File: src/rtl/mpriv_pkg.sv
package mpriv_pkg;
  localparam int CORE_W = 2;
  localparam int PORT_W = 5;
  localparam int LOC_W  = 12;

  typedef enum logic [1:0] {TGT_SCU, TGT_PORT, TGT_GAP} tgt_e;
  typedef enum logic {ST_IDLE, ST_RESP} st_e;

  typedef struct packed {
    tgt_e              tgt;
    logic [PORT_W-1:0] port;
    logic [LOC_W-1:0]  loc;
    logic [CORE_W-1:0] core;
  } route_t;
endpackage

File: src/rtl/mpriv_addr_dec.sv
module mpriv_addr_dec
  import mpriv_pkg::*;
#(
  parameter int NCORE = 4
) (
  input  logic [12:0]       addr,
  input  logic [CORE_W-1:0] req_core,
  output route_t            route
);
  localparam int TMR_PAGE = 6;
  localparam int DIST_IDX = 3*NCORE + 3;

  logic [3:0] page;
  logic [3:0] k;

  always_comb begin
    page  = addr[11:8];
    k     = '0;
    route = '{tgt: TGT_GAP, port: '0, loc: '0, core: req_core};
    if (addr[12]) begin
      route.tgt  = TGT_PORT;
      route.port = PORT_W'(DIST_IDX);
      route.loc  = addr[11:0];
    end else if (page == 4'd0) begin
      route.tgt = TGT_SCU;
      route.loc = LOC_W'(addr[7:0]);
    end else if (page <= 4'(NCORE + 1)) begin
      k          = page - 4'd1;
      route.tgt  = TGT_PORT;
      route.port = PORT_W'(k);
      route.loc  = LOC_W'(addr[7:0]);
    end else if (page >= 4'(TMR_PAGE) && page <= 4'(TMR_PAGE + NCORE)) begin
      k = page - 4'(TMR_PAGE);
      if (addr[7:6] == 2'b00) begin
        route.tgt  = TGT_PORT;
        route.port = addr[5] ? PORT_W'(2*NCORE + 2) + PORT_W'(k)
                             : PORT_W'(NCORE + 1) + PORT_W'(k);
        route.loc  = LOC_W'(addr[4:0]);
      end
    end
    if (k != 4'd0) route.core = CORE_W'(k - 4'd1);
  end
endmodule

File: src/rtl/mpriv_scu_regs.sv
module mpriv_scu_regs #(
  parameter int NCORE = 4,
  parameter int DW    = 32
) (
  input  logic          clk,
  input  logic          rst_n,
  input  logic          acc_en,
  input  logic          acc_wr,
  input  logic [7:0]    acc_off,
  input  logic          acc_wbit,
  output logic [DW-1:0] rdata,
  output logic          bad
);
  localparam logic [DW-1:0] CFG_VAL =
    DW'((((1 << NCORE) - 1) << 4) | (NCORE - 1));

  logic ctrl_q, ctrl_d, ctrl_en;

  always_comb begin
    ctrl_en = acc_en && acc_wr && (acc_off == 8'h00);
    ctrl_d  = acc_wbit;
  end

  always_ff @(posedge clk or negedge rst_n) begin
    if (!rst_n)       ctrl_q <= 1'b0;
    else if (ctrl_en) ctrl_q <= ctrl_d;
  end

  always_comb begin
    rdata = '0;
    bad   = 1'b0;
    case (acc_off)
      8'h00:        rdata = DW'(ctrl_q);
      8'h04:        rdata = CFG_VAL;
      8'h08, 8'h0C: rdata = '0;
      default:      bad   = acc_en;
    endcase
  end

  // the stored bit moves only after a write to offset 0x00
  a_r1_ctrl_write_only: assert property (@(posedge clk) disable iff (!rst_n)
    !$stable(ctrl_q) |-> $past(acc_en && acc_wr && acc_off == 8'h00));
  // the bad-offset flag never fires for the defined offsets
  a_r4_good_offsets_quiet: assert property (@(posedge clk) disable iff (!rst_n)
    (acc_off[7:4] == 4'h0 && acc_off[1:0] == 2'b00) |-> !bad);
endmodule

File: src/rtl/mpriv_irq_steer.sv
module mpriv_irq_steer #(
  parameter int NCORE   = 4,
  parameter int BANK    = 32,
  parameter int TMR_BIT = 29,
  parameter int WDG_BIT = 30
) (
  input  logic [NCORE-1:0]      tmr_irq,
  input  logic [NCORE-1:0]      wdg_irq,
  output logic [NCORE*BANK-1:0] priv_irq
);
  for (genvar c = 0; c < NCORE; c++) begin : g_core
    always_comb begin
      priv_irq[c*BANK +: BANK]          = '0;
      priv_irq[c*BANK + TMR_BIT]        = tmr_irq[c];
      priv_irq[c*BANK + WDG_BIT]        = wdg_irq[c];
    end
  end
endmodule

File: src/rtl/mpriv_decoder.sv
module mpriv_decoder
  import mpriv_pkg::*;
#(
  parameter int NCORE = 4,
  parameter int DW    = 32,
  localparam int NPORT = 3*NCORE + 4
) (
  input  logic                clk,
  input  logic                rst_n,
  input  logic                req_valid,
  input  logic                req_write,
  input  logic [12:0]         req_addr,
  input  logic [DW-1:0]       req_wdata,
  input  logic [CORE_W-1:0]   req_core,
  output logic                resp_valid,
  output logic [DW-1:0]       resp_rdata,
  output logic                resp_err,
  output logic                scu_bad_log,
  output logic [NPORT-1:0]    dn_valid,
  input  logic [NPORT-1:0]    dn_ready,
  output logic                dn_write,
  output logic [LOC_W-1:0]    dn_addr,
  output logic [DW-1:0]       dn_wdata,
  output logic [CORE_W-1:0]   dn_core,
  input  logic [NPORT*DW-1:0] dn_rdata,
  input  logic [NCORE-1:0]    tmr_irq,
  input  logic [NCORE-1:0]    wdg_irq,
  output logic [NCORE*32-1:0] priv_irq
);
  // reset: asynchronous assert, synchronous release
  logic [1:0] rs_q;
  logic       rst_s;
  always_ff @(posedge clk or negedge rst_n) begin
    if (!rst_n) rs_q <= '0;
    else        rs_q <= {rs_q[0], 1'b1};
  end
  assign rst_s = rs_q[1];

  route_t        route;
  st_e           state_q, state_d;
  logic          take, finish, scu_acc, scu_bad, sel_ready;
  logic [DW-1:0] scu_rdata, sel_rdata;
  logic [DW-1:0] rdata_q, rdata_d;
  logic          err_q, err_d, log_q, log_d;

  mpriv_addr_dec #(.NCORE(NCORE)) u_dec (
    .addr(req_addr), .req_core(req_core), .route(route)
  );

  assign take    = (state_q == ST_IDLE) && req_valid;
  assign scu_acc = take && (route.tgt == TGT_SCU);

  mpriv_scu_regs #(.NCORE(NCORE), .DW(DW)) u_scu (
    .clk(clk), .rst_n(rst_s), .acc_en(scu_acc), .acc_wr(req_write),
    .acc_off(route.loc[7:0]), .acc_wbit(req_wdata[0]),
    .rdata(scu_rdata), .bad(scu_bad)
  );

  mpriv_irq_steer #(.NCORE(NCORE)) u_irq (
    .tmr_irq(tmr_irq), .wdg_irq(wdg_irq), .priv_irq(priv_irq)
  );

  for (genvar p = 0; p < NPORT; p++) begin : g_port
    assign dn_valid[p] = take && (route.tgt == TGT_PORT) && (route.port == PORT_W'(p));
  end

  always_comb begin
    sel_ready = 1'b0;
    sel_rdata = '0;
    for (int p = 0; p < NPORT; p++) begin
      sel_ready = sel_ready | (dn_valid[p] & dn_ready[p]);
      if (dn_valid[p]) sel_rdata = sel_rdata | dn_rdata[p*DW +: DW];
    end
  end

  assign dn_write = req_write;
  assign dn_wdata = req_wdata;
  assign dn_addr  = route.loc;
  assign dn_core  = route.core;

  // next state
  always_comb begin
    finish  = take && ((route.tgt != TGT_PORT) || sel_ready);
    state_d = (state_q == ST_IDLE && finish) ? ST_RESP : ST_IDLE;
    unique case (route.tgt)
      TGT_SCU:  rdata_d = scu_rdata;
      TGT_PORT: rdata_d = sel_rdata;
      default:  rdata_d = '0;
    endcase
    err_d = (route.tgt == TGT_GAP);
    log_d = finish && scu_bad;
  end

  // registers
  always_ff @(posedge clk or negedge rst_s) begin
    if (!rst_s) begin
      state_q <= ST_IDLE;
      rdata_q <= '0;
      err_q   <= 1'b0;
      log_q   <= 1'b0;
    end else begin
      state_q <= state_d;
      log_q   <= log_d;
      if (finish) begin
        rdata_q <= rdata_d;
        err_q   <= err_d;
      end
    end
  end

  assign resp_valid  = (state_q == ST_RESP);
  assign resp_rdata  = rdata_q;
  assign resp_err    = resp_valid & err_q;
  assign scu_bad_log = log_q;

  a_r11_single_port: assert property (@(posedge clk) disable iff (!rst_s)
    $onehot0(dn_valid));
  a_r11_quiet_in_resp: assert property (@(posedge clk) disable iff (!rst_s)
    resp_valid |-> (dn_valid == '0));
  a_r9_ready_to_resp: assert property (@(posedge clk) disable iff (!rst_s)
    (|(dn_valid & dn_ready)) |=> resp_valid);
  a_r9_one_cycle_resp: assert property (@(posedge clk) disable iff (!rst_s)
    resp_valid |=> !resp_valid);
  a_r8_err_zero_data: assert property (@(posedge clk) disable iff (!rst_s)
    resp_err |-> (resp_rdata == '0));
  a_r8_err_not_forwarded: assert property (@(posedge clk) disable iff (!rst_s)
    resp_err |-> ($past(dn_valid) == '0));
  a_r4_log_with_resp: assert property (@(posedge clk) disable iff (!rst_s)
    scu_bad_log |-> (resp_valid && !resp_err));
  a_r10_irq_count: assert property (@(posedge clk) disable iff (!rst_s)
    $countones(priv_irq) == $countones(tmr_irq) + $countones(wdg_irq));
endmodule

File: config.mk
export PLATFORM = sky130hd
export DESIGN_NAME = mpriv_decoder
export DESIGN_NICKNAME = d
export VERILOG_FILES = /design/src/rtl/mpriv_pkg.sv /design/src/rtl/mpriv_addr_dec.sv /design/src/rtl/mpriv_scu_regs.sv /design/src/rtl/mpriv_irq_steer.sv /design/src/rtl/mpriv_decoder.sv
export SDC_FILE = /design/constraint.sdc
export NUM_CORES = 1
export LEC_CHECK = 0
export ABC_AREA = 0
export BUFFER_PORTS_ARGS = -buffer_cell sky130_fd_sc_hd__buf_2
export CORE_AREA = 2 2 312 314
export CTS_CLUSTER_SIZE = 8
export DETAILED_ROUTE_END_ITERATION = 6
export DIE_AREA = 0 0 314 316
export PLACE_DENSITY_LB_ADDON = 0.1
export SLEW_MARGIN = 10
export SYNTH_ARGS = -nofsm -noshare
export SYNTH_HDL_FRONTEND = slang
export SYNTH_SLANG_ARGS = --single-unit
File: constraint.sdc
create_clock -name clk -period 4.65 [get_ports clk]
set_input_delay 0.6975 -clock clk [delete_from_list [all_inputs] [get_ports clk]]
set_output_delay 0.6975 -clock clk [all_outputs]
set_load 0.1 [all_outputs]
==> run summary <==
The run finished with clean final reports. The critical path is of the primary input to flop type. The first global-routing pass estimated 112 mm of wire. The tree is rooted in a clkbuf_16.

The number of nets in the layout is 2276, and the first-pass iteration count of the detailed router is 6. For the worst setup path, the data arrival time is 4.74 ns. The H-tree generated during clock tree synthesis spans 2 levels.

The wire-length estimate of the detail-placed layout is 77.4 mm. The area added between synthesis and finish works out to 81.9%. The number of max-slew violations in the final report is 0, and the die height is 316 µm. Before CTS, the worst setup slack after placement is -0.196 ns. Clock-pin slew was measured on the worst setup and hold paths at 0.08 ns. Summed over all instances, the cell type with the most area after synthesis is buf_4. The clock reaches the later pin of the worst-skew pair after 0.33 ns. In this run the power density over the cells is 220 mW/mm². The count of buffers inserted at the top-level ports works out to 614. The logs give 27 for the largest net degree at the start of global routing and 80 for the number of distinct library cells after synthesis. After detailed routing, the average wire length per cell comes to 30.0 µm. The fraction of registers with async set/reset works out to 1.00. Summed over all nets, the switching power comes to 1830 µW. The number of hold buffers added after CTS was 0. The final global-route overflow total was 0; the via count of the first global-routing pass was 11642. For this run, the top clock speed supported by timing is 0.221 GHz. For this design the static power due to leakage is 0.00637 µW. The run gives 1110 µW as the internal power of the cells. For the headroom to the max-slew limit, the log shows 0.236.

The logs give 813 for the boundary pin count and 0.148 for the portion of total power attributed to sequential cells. The detailed router finished its first iteration with 1014 violations. The final hold violation count came out at 0. TritonCTS built the clock tree. Averaged over all synthesized cells, the footprint is 7.65 µm².

Post-detailed-route via-to-cell ratio: 3.82. Clock tree synthesis inserted a total of 5 buffers. Once layout is done, the placed cells without fillers occupy 0.0134 mm². Yosys attributes the largest share of cell area to buf_4, dfrtp_1, a22oi_1. Share of the cycle needed by the critical path after routing: 0.973.

The tool flagged a number of max-cap violations equal to 0. Fill cells in the final layout number 11186. The detail route stage leaves a number of antenna-violating nets equal to 0. The area share of the largest cell type after synthesis works out to 0.168. The count of final setup violators was 0. Summed over all nets, wire length on met2 after detailed routing comes to 42.5 mm. The die is 314 µm wide. For the critical path data required time, the log shows 4.87 ns.

The share of post-route cells with drive strength above 1 is 0.531. In this run the worst path has a maximum fanout of 11. The combinational share of power is 0.713. STA classifies the critical path startpoint as a primary input. Commonest register cell after synthesis: dfrtp_1. The longest clock path from root to sink contains 2 buffers. The final worst clock skew was 0.0248 ns; the total wire length after detailed routing was 88.9 mm.

Setup repair after global routing left no endpoint under its margin. The gate count of the mapped netlist is 964. The worst setup path is captured at a flop. Row generation in the floorplan step produced 114 rows. The floorplan step defined a core boundary enclosing 0.0960 mm². For this design, the sink count on the clock tree is 38.

The number of enable flip-flop cells after synthesis was 0. The met3 wire length came out at 5.50 mm. The number of antenna violations at the first check in global routing is 18. For the overall fraction of global-route tracks in use, the log shows 0.170. The smallest clock period supported by the final layout is computed as 4.53 ns.

At the pin with the least slew margin, the transition time is 1.14 ns. The min-delay analysis places its worst path in the category primary input to asynchronous set/reset pin. The number of synthesized register bits is 38, and the peak supply drop is 126 µV.

The cell area that synthesis handed to floorplanning was 0.00738 mm². Across all layers, the routed design uses 11316 vias. Routability-driven placement finished with a final weighted congestion of 0.907. The sequential-to-total area share from yosys stat was 0.129. The starting density of the core is 0.0768, and the post-route worst setup slack is 0.125 ns.

The detailed router used layers up to and including met5. Once placement finished, the instance area stood at 0.0132 mm². The die footprint was 0.0992 mm²; the count of yosys warnings during synthesis was 0.

For this run, design rule violations remaining after detail routing come to 0. In the final routing, the length of wire on met1 measures 38.4 mm. The fraction of power spent switching nets is 0.622.

The power share of the clock group came out at 0.139.
==> cell usage in the layout, fill, tap and decap left out, types with 28 or more instances in the layout <==
cell / instances
buf_2: 598
buf_4: 182
conb_1: 121
a22oi_1: 74
nand2_1: 71
a22o_1: 56
buf_12: 39
a21oi_1: 38
dfrtp_1: 37
nand4_1: 35
nand3_1: 35
mux2i_1: 33
o21ai_0: 30
a222oi_1: 28
==> power groups by stage <==
stage | registers, µW | clock network (µW) | logic (µW)
after floorplan | 827 | 0 | 1120
after global placement | 444 | 0 | 2120
after detailed placement | 443 | 0 | 2110
after CTS | 437 | 443 | 2120
after global routing | 443 | 447 | 2190
final | 436 | 410 | 2100
==> final timing paths <==
| check | startpoint | slack (ns) | depth (start not counted) | to |
|---|---|---|---|---|
| setup / recovery | req_addr[10] | 0.12 | 16 | resp_rdata[21]$_DFFE_PN0P_ |
| hold / removal | rst_n | 0.16 | 1 | rs_q[1]$_DFF_PN0_ |
| setup reg to reg | resp_valid$_DFF_PN0_ | 1.26 | 11 | resp_rdata[5]$_DFFE_PN0P_ |
| hold reg to reg | rs_q[1]$_DFF_PN0_ | 0.24 | 0 | resp_rdata[20]$_DFFE_PN0P_ |
| max in group asynchronous | rs_q[1]$_DFF_PN0_ | 3.57 | 1 | resp_valid$_DFF_PN0_ |
| min in group clk | rs_q[0]$_DFF_PN0_ | 0.35 | 0 | rs_q[1]$_DFF_PN0_ |
==> Yosys cell counts (20+ instances only) <==
cell type / number
buf_4: 165
a22oi_1: 74
nand2_1: 73
a22o_1: 56
clkbuf_1: 41
a21oi_1: 39
dfrtp_1: 38
nand3_1: 35
nand4_1: 35
mux2i_1: 34
o21ai_0: 31
a222oi_1: 28
nor2_1: 22
nor3_1: 21
buf_2: 20
==> cell type report <==
class,count,area [µm²],area share
multi-input cells,798,5500,0.410
clock inverters,2,12.5,0.000932
clock buffers,6,139,0.0103
well taps,1276,1600,0.119
inverters,15,58.8,0.00438
diodes,5,12.5,0.000932
repair buffers,820,5150,0.384
flip-flops and latches,38,952,0.0710
==> state kept, by name (all words and copies together) (netlist names) <==
register and flops:
err_q 1, rs_q 2, u_scu.ctrl_q 1, scu_bad_log 1
resp_valid 1, resp_rdata 32
==> kinds of logic after synthesis <==
logic type                 Yosys count  share of synthesized area
muxes                               53                     0.0751
and+or+nand+nor                    261                      0.187
adders and majority gates           11                     0.0187
AOI/OAI and AO/OA                  346                      0.369
xor gates and xnor gates             6                    0.00712
buffers and inverters              247                      0.213
DFF                                 38                      0.129
other                                2                    0.00102
==> per-layer routing <==
metal  vias to the layer above  GRT usage
li1                       4969          -
met1                      5593      0.218
met2                       650      0.288
met3                        92     0.0340
met4                        12     0.0457
met5                         -          0
==> timing repair <==
action / 4_1_cts / 5_1_grt
gates resized for setup: 0 / 5
cloned: 0 / 0
buffers inserted: 8 / 0
endpoints found under the setup margin: 3 / 4
pin swaps: 3 / 0
==> worst max-delay path: stages <==
cell,delay [ns]
buf_2,0.18
ha_1,0.35
nor2b_4,0.22
o21ai_2,0.11
o31ai_1,0.47
buf_4,0.23
a221oi_4,0.08
buf_4,0.19
buf_4,0.21
o21ai_0,0.56
buf_4,0.25
nor2_1,0.07
a22o_1,0.22
buf_12,0.15
or4_1,0.51
a22o_1,0.24
==> through the flow <==
stage | cells | hold slack, ns | setup TNS, ns | util | power, µW
after floorplan | 1083 | 0.331 | 0 | - | 1940
after CTS | 2955 | 0.136 | 0 | 0.140 | 3000
after detailed placement | 2939 | 0.283 | -3.85 | 0.137 | 2550
after global placement | 2938 | 0.273 | -4.18 | 0.137 | 2560
final | 2960 | 0.155 | 0 | 0.140 | 2950
after global routing | 2956 | 0.145 | 0 | 0.140 | 3080
Power figures use the tool's default switching activity.
